`config.mk`:
```
export PLATFORM = sky130hd
export DESIGN_NAME = sdram_init_seq
export DESIGN_NICKNAME = d
export VERILOG_FILES = /design/src/rtl/sdinit_pkg.sv /design/src/rtl/sdinit_cfg.sv /design/src/rtl/sdinit_seq.sv /design/src/rtl/sdinit_pins.sv /design/src/rtl/sdram_init_seq.sv
export SDC_FILE = /design/constraint.sdc
export NUM_CORES = 1
export LEC_CHECK = 0
export ABC_CLOCK_PERIOD_IN_PS = 3000
export BUFFER_PORTS_ARGS = -buffer_cell sky130_fd_sc_hd__buf_2
export CORE_AREA = 3 3 76 78
export CTS_BUF_LIST = sky130_fd_sc_hd__clkbuf_8
export DETAILED_ROUTE_END_ITERATION = 7
export DIE_AREA = 0 0 79 81
export HOLD_SLACK_MARGIN = 0.06
export PLACE_DENSITY = 0.59
export SLEW_MARGIN = 20
export SYNTH_ARGS = -nofsm -noshare
export SYNTH_HDL_FRONTEND = slang
export SYNTH_HIERARCHICAL = 1
export SYNTH_SLANG_ARGS = --single-unit
```
`constraint.sdc`:
```
create_clock -name clk -period 3 [get_ports clk]
set_input_delay 0.3 -clock clk [delete_from_list [all_inputs] [get_ports clk]]
set_output_delay 0.3 -clock clk [all_outputs]
set_load 0.01 [all_outputs]
```
`src/rtl/sdinit_pkg.sv`:
```
package sdinit_pkg;
  localparam int CL_W   = 2;
  localparam int TRAS_W = 4;
  localparam int TRP_W  = 3;
  localparam int SLOT_W = 4;
  localparam int MODE_W = 14;

  typedef enum logic [2:0] {
    CMD_IDLE, CMD_NOP, CMD_PREA, CMD_REF, CMD_MRS, CMD_READY
  } cmd_e;

  typedef enum logic [2:0] {
    ST_IDLE, ST_PRE, ST_REF, ST_MRS, ST_DONE
  } st_e;

  typedef struct packed {
    logic              order;
    logic [CL_W-1:0]   cl;
    logic [TRAS_W-1:0] tras;
    logic [TRP_W-1:0]  trp;
  } cfg_t;

  function automatic logic cfg_legal(cfg_t c);
    return (c.cl != '0) && (c.tras >= 4'd2) && (c.tras <= 4'd8) &&
           (c.trp >= 3'd2) && (c.trp <= 3'd5);
  endfunction

  // slot lengths minus one, loaded into the down-counter
  function automatic logic [SLOT_W-1:0] prea_last(cfg_t c);
    return SLOT_W'(c.trp) - SLOT_W'(1);
  endfunction

  function automatic logic [SLOT_W-1:0] ref_last(cfg_t c);
    return SLOT_W'(c.tras) + SLOT_W'(c.trp) - SLOT_W'(1);
  endfunction

  function automatic logic [MODE_W-1:0] mode_word(logic [CL_W-1:0] cl);
    logic [MODE_W-1:0] w;
    w      = '0;
    w[2:0] = 3'b111;
    w[3]   = 1'b0;
    w[6:4] = {1'b0, cl};
    return w;
  endfunction

  function automatic st_e next_slot(st_e cur, logic order, logic refs_left);
    st_e n;
    case (cur)
      ST_PRE:  n = order ? ST_MRS : ST_REF;
      ST_REF:  n = refs_left ? ST_REF : (order ? ST_DONE : ST_MRS);
      ST_MRS:  n = order ? ST_REF : ST_DONE;
      default: n = cur;
    endcase
    return n;
  endfunction
endpackage

```
`src/rtl/sdinit_cfg.sv`:
```
module sdinit_cfg
  import sdinit_pkg::*;
(
  input  logic clk,
  input  logic rst_n,
  input  logic wr,
  input  logic enable,
  input  cfg_t cfg_in,
  output cfg_t cfg_eff,
  output logic start,
  output logic locked
);
  cfg_t stored_q;
  logic locked_q;
  logic accept;

  assign accept  = wr && !locked_q && cfg_legal(cfg_in);
  assign start   = accept && enable;
  assign cfg_eff = accept ? cfg_in : stored_q;
  assign locked  = locked_q;

  always_ff @(posedge clk or negedge rst_n) begin
    if (!rst_n) begin
      locked_q <= 1'b0;
      stored_q <= '0;
    end else if (accept) begin
      locked_q <= 1'b1;
      stored_q <= cfg_in;
    end
  end
endmodule

```
`src/rtl/sdinit_seq.sv`:
```
module sdinit_seq
  import sdinit_pkg::*;
#(
  parameter int REF_BURST = 8,
  parameter int MRD_CYC   = 2
) (
  input  logic clk,
  input  logic rst_n,
  input  logic start,
  input  cfg_t cfg,
  input  logic is_master,
  output cmd_e cmd_nxt,
  output logic done,
  output logic slot_adv
);
  localparam int CNT_W = $clog2(REF_BURST + 1);
  localparam logic [CNT_W-1:0] REF_LAST = CNT_W'(REF_BURST);
  localparam logic [SLOT_W-1:0] MRD_LAST = SLOT_W'(MRD_CYC - 1);

  st_e               st_q, st_d;
  logic [SLOT_W-1:0] tmr_q, tmr_d;
  logic [CNT_W-1:0]  cnt_q, cnt_d;
  logic              refs_left;
  st_e               tgt;

  assign refs_left = (cnt_q != REF_LAST);
  assign tgt       = next_slot(st_q, cfg.order, refs_left);
  assign done      = (st_q == ST_DONE);

  always_comb begin
    st_d     = st_q;
    tmr_d    = tmr_q;
    cnt_d    = cnt_q;
    slot_adv = 1'b0;
    cmd_nxt  = CMD_NOP;
    case (st_q)
      ST_IDLE: begin
        cmd_nxt = CMD_IDLE;
        if (start) begin
          st_d    = ST_PRE;
          tmr_d   = prea_last(cfg);
          cmd_nxt = CMD_PREA;
        end
      end
      ST_DONE: cmd_nxt = CMD_READY;
      default: begin
        if (tmr_q != '0) begin
          tmr_d = tmr_q - SLOT_W'(1);
        end else begin
          slot_adv = 1'b1;
          st_d     = tgt;
          case (tgt)
            ST_REF: begin
              tmr_d   = ref_last(cfg);
              cnt_d   = cnt_q + CNT_W'(1);
              cmd_nxt = CMD_REF;
            end
            ST_MRS: begin
              tmr_d   = MRD_LAST;
              cmd_nxt = is_master ? CMD_MRS : CMD_NOP;
            end
            default: cmd_nxt = CMD_READY;
          endcase
        end
      end
    endcase
  end

  always_ff @(posedge clk or negedge rst_n) begin
    if (!rst_n) begin
      st_q  <= ST_IDLE;
      tmr_q <= '0;
      cnt_q <= '0;
    end else begin
      st_q  <= st_d;
      tmr_q <= tmr_d;
      cnt_q <= cnt_d;
    end
  end
endmodule

```
`src/rtl/sdinit_pins.sv`:
```
module sdinit_pins
  import sdinit_pkg::*;
#(
  parameter int DQM_LANES = 2
) (
  input  logic                 clk,
  input  logic                 rst_n,
  input  cmd_e                 cmd_nxt,
  input  logic [CL_W-1:0]      cl,
  output logic                 cke,
  output logic                 cs_n,
  output logic                 ras_n,
  output logic                 cas_n,
  output logic                 we_n,
  output logic [DQM_LANES-1:0] dqm,
  output logic                 a10,
  output logic [MODE_W-1:0]    addr
);
  logic [3:0]        pat_d;
  logic              a10_d;
  logic              mask_d;
  logic [MODE_W-1:0] addr_d;
  logic              mask_q;

  always_comb begin
    pat_d  = 4'b1111;
    a10_d  = 1'b1;
    mask_d = 1'b1;
    addr_d = '0;
    case (cmd_nxt)
      CMD_PREA: pat_d = 4'b0010;
      CMD_REF:  pat_d = 4'b0001;
      CMD_MRS: begin
        pat_d  = 4'b0000;
        a10_d  = 1'b0;
        addr_d = mode_word(cl);
      end
      CMD_READY: begin
        a10_d  = 1'b0;
        mask_d = 1'b0;
      end
      default: ;
    endcase
  end

  always_ff @(posedge clk or negedge rst_n) begin
    if (!rst_n) begin
      cke                      <= 1'b1;
      {cs_n, ras_n, cas_n, we_n} <= 4'b1111;
      a10                      <= 1'b1;
      addr                     <= '0;
      mask_q                   <= 1'b1;
    end else begin
      cke                      <= 1'b1;
      {cs_n, ras_n, cas_n, we_n} <= pat_d;
      a10                      <= a10_d;
      addr                     <= addr_d;
      mask_q                   <= mask_d;
    end
  end

  for (genvar g = 0; g < DQM_LANES; g++) begin : g_lane
    assign dqm[g] = mask_q;
  end
endmodule

```
`src/rtl/sdram_init_seq.sv`:
```
module sdram_init_seq
  import sdinit_pkg::*;
#(
  parameter int REF_BURST = 8,
  parameter int MRD_CYC   = 2,
  parameter int ID_W      = 3,
  parameter int DQM_LANES = 2
) (
  input  logic                 clk,
  input  logic                 rst_n,
  input  logic                 cfg_wr,
  input  logic                 cfg_enable,
  input  logic                 cfg_order,
  input  logic [CL_W-1:0]      cfg_cas_lat,
  input  logic [TRAS_W-1:0]    cfg_tras,
  input  logic [TRP_W-1:0]     cfg_trp,
  input  logic [ID_W-1:0]      dev_id,
  input  logic                 acc_req,
  output logic                 acc_ack,
  output logic                 init_done,
  output logic                 sd_cke,
  output logic                 sd_cs_n,
  output logic                 sd_ras_n,
  output logic                 sd_cas_n,
  output logic                 sd_we_n,
  output logic [DQM_LANES-1:0] sd_dqm,
  output logic                 sd_a10,
  output logic [MODE_W-1:0]    sd_addr
);
  cfg_t cfg_in, cfg_eff;
  logic seq_start, cfg_locked, is_master, slot_adv;
  cmd_e cmd_nxt;

  assign cfg_in    = '{order: cfg_order, cl: cfg_cas_lat, tras: cfg_tras, trp: cfg_trp};
  assign is_master = (dev_id == '0);

  sdinit_cfg u_cfg (
    .clk(clk), .rst_n(rst_n), .wr(cfg_wr), .enable(cfg_enable),
    .cfg_in(cfg_in), .cfg_eff(cfg_eff), .start(seq_start), .locked(cfg_locked)
  );

  sdinit_seq #(.REF_BURST(REF_BURST), .MRD_CYC(MRD_CYC)) u_seq (
    .clk(clk), .rst_n(rst_n), .start(seq_start), .cfg(cfg_eff),
    .is_master(is_master), .cmd_nxt(cmd_nxt), .done(init_done), .slot_adv(slot_adv)
  );

  sdinit_pins #(.DQM_LANES(DQM_LANES)) u_pins (
    .clk(clk), .rst_n(rst_n), .cmd_nxt(cmd_nxt), .cl(cfg_eff.cl),
    .cke(sd_cke), .cs_n(sd_cs_n), .ras_n(sd_ras_n), .cas_n(sd_cas_n),
    .we_n(sd_we_n), .dqm(sd_dqm), .a10(sd_a10), .addr(sd_addr)
  );

  assign acc_ack = acc_req && init_done;
endmodule

```
After elaboration in Yosys (flattened, before gate mapping)
Index checks and enable logic that the tools add are counted.
{"block": "op_classes", "addsub": 5, "order_cmp": 4, "n_eq_ne": 13, "mux": 22, "bitwise": 3, "n_reduce_logical": 19}
{"operator": "$mux 3", "n": 7}
{"operator": "$eq 3x2->1 const B", "n": 6}
{"operator": "$pmux 3 s2", "n": 3}
{"operator": "$pmux 4 s2", "n": 2}
{"operator": "$pmux 4 s3", "n": 1}
{"operator": "$mux 10", "n": 1}
{"operator": "$eq 3x3->1 const B", "n": 3}
{"operator": "$pmux 3 s3", "n": 1}
{"operator": "$reduce_and 3->1", "n": 3}
{"operator": "$logic_and 1x1->1", "n": 8}
{"operator": "$mux 4", "n": 2}
{"operator": "$reduce_bool 4->1", "n": 2}
{"operator": "$sub 4x1->4 const B", "n": 2}
{"operator": "$logic_not 3->1", "n": 2}
{"operator": "$mux 6", "n": 1}
{"operator": "$add 4x1->4 const B", "n": 1}
{"operator": "$add 4x3->4", "n": 1}
{"operator": "$ge 4x2->1 const B", "n": 1}
{"operator": "$le 4x4->1 const B", "n": 1}
{"operator": "$ne 2x2->1 const B", "n": 2}
{"operator": "$ne 4x4->1 const B", "n": 1}
{"operator": "$reduce_or 2->1", "n": 2}
{"operator": "$sub 3x1->4 const B", "n": 1}
{"operator": "$eq 3x1->1 const B", "n": 1}
{"operator": "other kinds (7)", "n": 11}
{"block": "totals", "ff_bits": 34, "input_bits": 18, "out_inout_bits": 24, "word_cells": 81}

Logic depth before layout (Yosys ltp)
{"block": "logic_depth", "ltp_word": 17, "ltp_mapped": 12, "depth_no_buf": 12}

Cells and area by module
The synthesis kept the hierarchy.
{"mod": "sdinit_seq", "n_inst": 1, "cells_per_inst": 119, "area_per_inst_um2": 1093.5, "seq_area_each_um2": 275.3}
{"mod": "sdinit_cfg", "n_inst": 1, "cells_per_inst": 39, "area_per_inst_um2": 520.5, "seq_area_each_um2": 275.3}
{"mod": "sdinit_pins", "n_inst": 1, "cells_per_inst": 35, "area_per_inst_um2": 394.1, "seq_area_each_um2": 206.4}
{"mod": "sdram_init_seq", "n_inst": 1, "cells_per_inst": 2, "area_per_inst_um2": 16.3, "seq_area_each_um2": 0.0}

Least setup slack after synthesis
No wires, ideal clock.
{"block": "synth_timing", "kind": "input-to-reg", "from": "in cfg_tras[0]", "to": "reg u_pins.addr[4]", "setup_time_ns": 0.119, "arrival_ns": 3.061, "required_time_ns": 2.881, "setup_slack_ns": -0.180, "cell_stages": 10, "n_path_buf": 1, "cell_sequence": "or4b_4 > a2111oi_4 > mux2_2 > buf_4 > and3b_1 > a21o_1 > a211oi_1 > o21ai_0 > nor3b_4 > and2_1"}
{"element": "start: declaration", "line_no": "sdram_init_seq.sv:15", "rtl": "input logic [TRAS_W-1:0] cfg_tras,"}
{"element": "end signal: assignment", "line_no": "sdinit_pins.sv:57", "rtl": "addr <= addr_d;"}
{"element": "end: declaration", "line_no": "sdinit_pins.sv:17", "rtl": "output logic [MODE_W-1:0] addr"}

==> flow_summary.json <==
{
  "hold_viol_final": 0,
  "wl_um": 4100,
  "setup_violations": 0,
  "ant_nets": 0,
  "fin_hold_ws_ns": 0.0400,
  "required_ns": 3.20,
  "cts_tree": "built",
  "synth_top_area_share_pct": 30.9,
  "h-tree-depth": 2,
  "ys_seq_area_share_pct": 37.4,
  "crit_arrival_ns": 3.14,
  "grt_overflow": 0,
  "dpl.hpwl_um": 3070,
  "pwr-share-comb_pct": 39.3,
  "diodes": 0,
  "drv_slew": 0,
  "seq_power_share_pct": 35.9,
  "ys_warn_count": 6,
  "startpoint_type": "input port",
  "p_per_area_nw_per_um2": 530,
  "drt-pass1-iter-count": 4,
  "root_buffer": "clkbuf_8",
  "first_global_vias": 1502,
  "clk_pin_slew_ns": 0.06,
  "final.setup_skew_ns": 0.00287,
  "clkLatencyLatePin_ns": 0.28,
  "total_power_mw": 1.34,
  "power_frac_clock_pct": 24.7,
  "drc": 0,
  "syn_to_final_growth_pct": 24.9,
  "ctsHoldBuffers": 0,
  "synthCells": 195,
  "portBuffers": 31,
  "crit_fanout": 4,
  "peakVddDrop_mv": 0.214,
  "drv_cap": 0,
  "synth_most_common_cell": "dfrtp_1",
  "period_minus_slack_ns": 2.94,
  "post-route-period-util_pct": 97.9,
  "crit_type": "in -> reg",
  "synth_edf_count": 0,
  "wl_per_cell_um": 13.1,
  "tightest_slew_ns": 0.656,
  "reg2reg_setup_slack_ns": 0.16,
  "final_cells": 314,
  "core_area_um2": 5140,
  "syn-cell-area_um2": 2020,
  "power_switching_mw": 0.409,
  "antenna_found_initial": 0,
  "status": "completed",
  "leakage_nw": 1.16,
  "r2r-end": "u_seq/tmr_q[3]",
  "drt_iter0_drc": 52,
  "grt_start_max_net_pins": 31,
  "synthTopCellsByArea": "dfrtp_1 31%, buf_4 6.7%, dfstp_2 6.5%",
  "r2r_cells": 12,
  "die_area_um2": 6400,
  "synth_cell_type_count": 58,
  "drive_above_1_share_pct": 45.1,
  "final_util_pct": 49.2,
  "yosysTopAreaCell": "dfrtp_1",
  "grt_usage_pct": 13.6,
  "ys_seq_elements": 30,
  "fin_nets": 270,
  "rows": 26,
  "netlist_top_cells_count": "25 x dfrtp_1, 20 x inv_1, 18 x buf_4, 9 x mux2_2, 9 x nor2_1",
  "gp_congestion": 0.811,
  "cts_buffers": 5,
  "p_int_mw": 0.932,
  "dp_cells": 305,
  "crit_path_end_kind": "register",
  "vias_per_cell": 4.98,
  "fillCellCount": 492,
  "pin_count": 42,
  "grt_pass1_wl_um": 6720,
  "cts_buffer_depth": 2,
  "clkSinkCount": 30,
  "die_w_um": 79,
  "rsz0062_at_grt": "yes",
  "vias": 1564,
  "synthFlopType": "dfrtp_1",
  "swShare_pct": 30.5,
  "die_h_um": 81,
  "start_util_pct": 39.4,
  "fmax_ghz": 0.341,
  "syn_area_per_cell_um2": 10.4,
  "r2r_start": "u_cfg/locked",
  "hold_class": "in -> async",
  "maxSlewHeadroom_pct": 56.3,
  "async_flop_share_pct": 100
}
## flip-flops by register name, summed over array words and instances, names as in the netlist, 3 cells and up
name / count
u_seq/cnt_q: 4
u_cfg/stored_q: 10
u_pins/addr: 3
u_seq/tmr_q: 4
u_seq/st_q: 3
## critical path, cell delays in order
cell	delay (ns)
buf_6	0.09
or4b_4	0.56
a2111oi_4	0.38
buf_4	0.20
mux2_4	0.31
inv_2	0.07
ha_4	0.14
inv_4	0.03
ha_4	0.14
fa_1	0.39
xnor2_1	0.19
nand4_1	0.13
a31oi_1	0.18
## placed cells by master (no fill, tap or decap), types with 3 or more instances in the layout
master     count
nor2_1         9
dfstp_2        5
nand2_1        7
buf_2         30
ha_4           3
o22ai_1        3
dfrtp_1       25
conb_1        10
a21oi_1        5
clkbuf_8       6
mux2_4         5
ha_1           5
mux2_2         4
xnor2_1        5
inv_1         17
buf_4         20
a2111oi_4      4
and2_1         3
a31oi_1        3
inv_4          3
o21ai_0        5
nand3_1        3
## worst max-delay path by stage
stage | slack [ns] | depth (start not counted) | end | start
after floorplan | -0.12 | 12 | u_seq/tmr_q[2] | cfg_tras[0]
after global placement | -0.26 | 12 | u_seq/tmr_q[3] | cfg_tras[0]
after detailed placement | -0.22 | 13 | u_seq/tmr_q[2] | cfg_tras[0]
after CTS | 0.03 | 12 | u_seq/tmr_q[2] | u_cfg/locked
after global routing | -0.08 | 14 | u_seq/tmr_q[2] | cfg_tras[2]
final | 0.06 | 13 | u_seq/tmr_q[3] | cfg_tras[2]
## per-layer routing
layer  GRT usage [%]  part of all wire (%)  vias up
met3            3.99                   6.3       10
met4            6.70                   2.1        0
met5               0                     0        -
met2            21.1                    46       47
li1                -                     -      765
met1            17.3                    45      742
## power by group through the flow
stage,logic [mW],registers [mW],clock network [mW]
5_1_grt,0.591,0.486,0.365
6_report,0.527,0.481,0.332
2_1_floorplan,0.299,0.482,0
3_5_place_dp,0.413,0.488,0
3_3_place_gp,0.406,0.486,0
4_1_cts,0.415,0.480,0.345
## metrics by stage
step	area [um2]	setup slack [ns]	TNS, ns
3_5_place_dp	2330	-0.217	-1.92
4_1_cts	2420	0.0270	0
6_report	2530	0.0639	0
5_1_grt	2530	-0.0805	-0.138
3_3_place_gp	2330	-0.258	-1.54
2_1_floorplan	2070	-0.119	-0.467
## timing repair
action	in CTS	in global routing
endpoints found under the setup margin	0	8
buffers inserted	0	1
endpoints found under the hold margin	0	0
resized for setup	0	26
## logic make-up after synthesis
logic type / count (synthesis) / synth area share (%)
fa+ha+maj: 9 / 5.93
other cells: 2 / 0.371
buf+inv: 39 / 10.6
flops: 30 / 37.4
mux: 10 / 5.50
simple gates: 56 / 18.7
xor+xnor: 7 / 3.03
compound gates: 42 / 18.4
## area by class of cell
cell class	instances	area [um2]	area share, %
clock inverters	2	8.76	0.346
repair buffers	52	323	12.8
flip-flops and latches	30	757	29.9
clock buffers	6	82.6	3.27
inverters	20	82.6	3.27
well taps	70	87.6	3.46
multi-input cells	134	1190	47.0
Power figures use the tool's default switching activity.
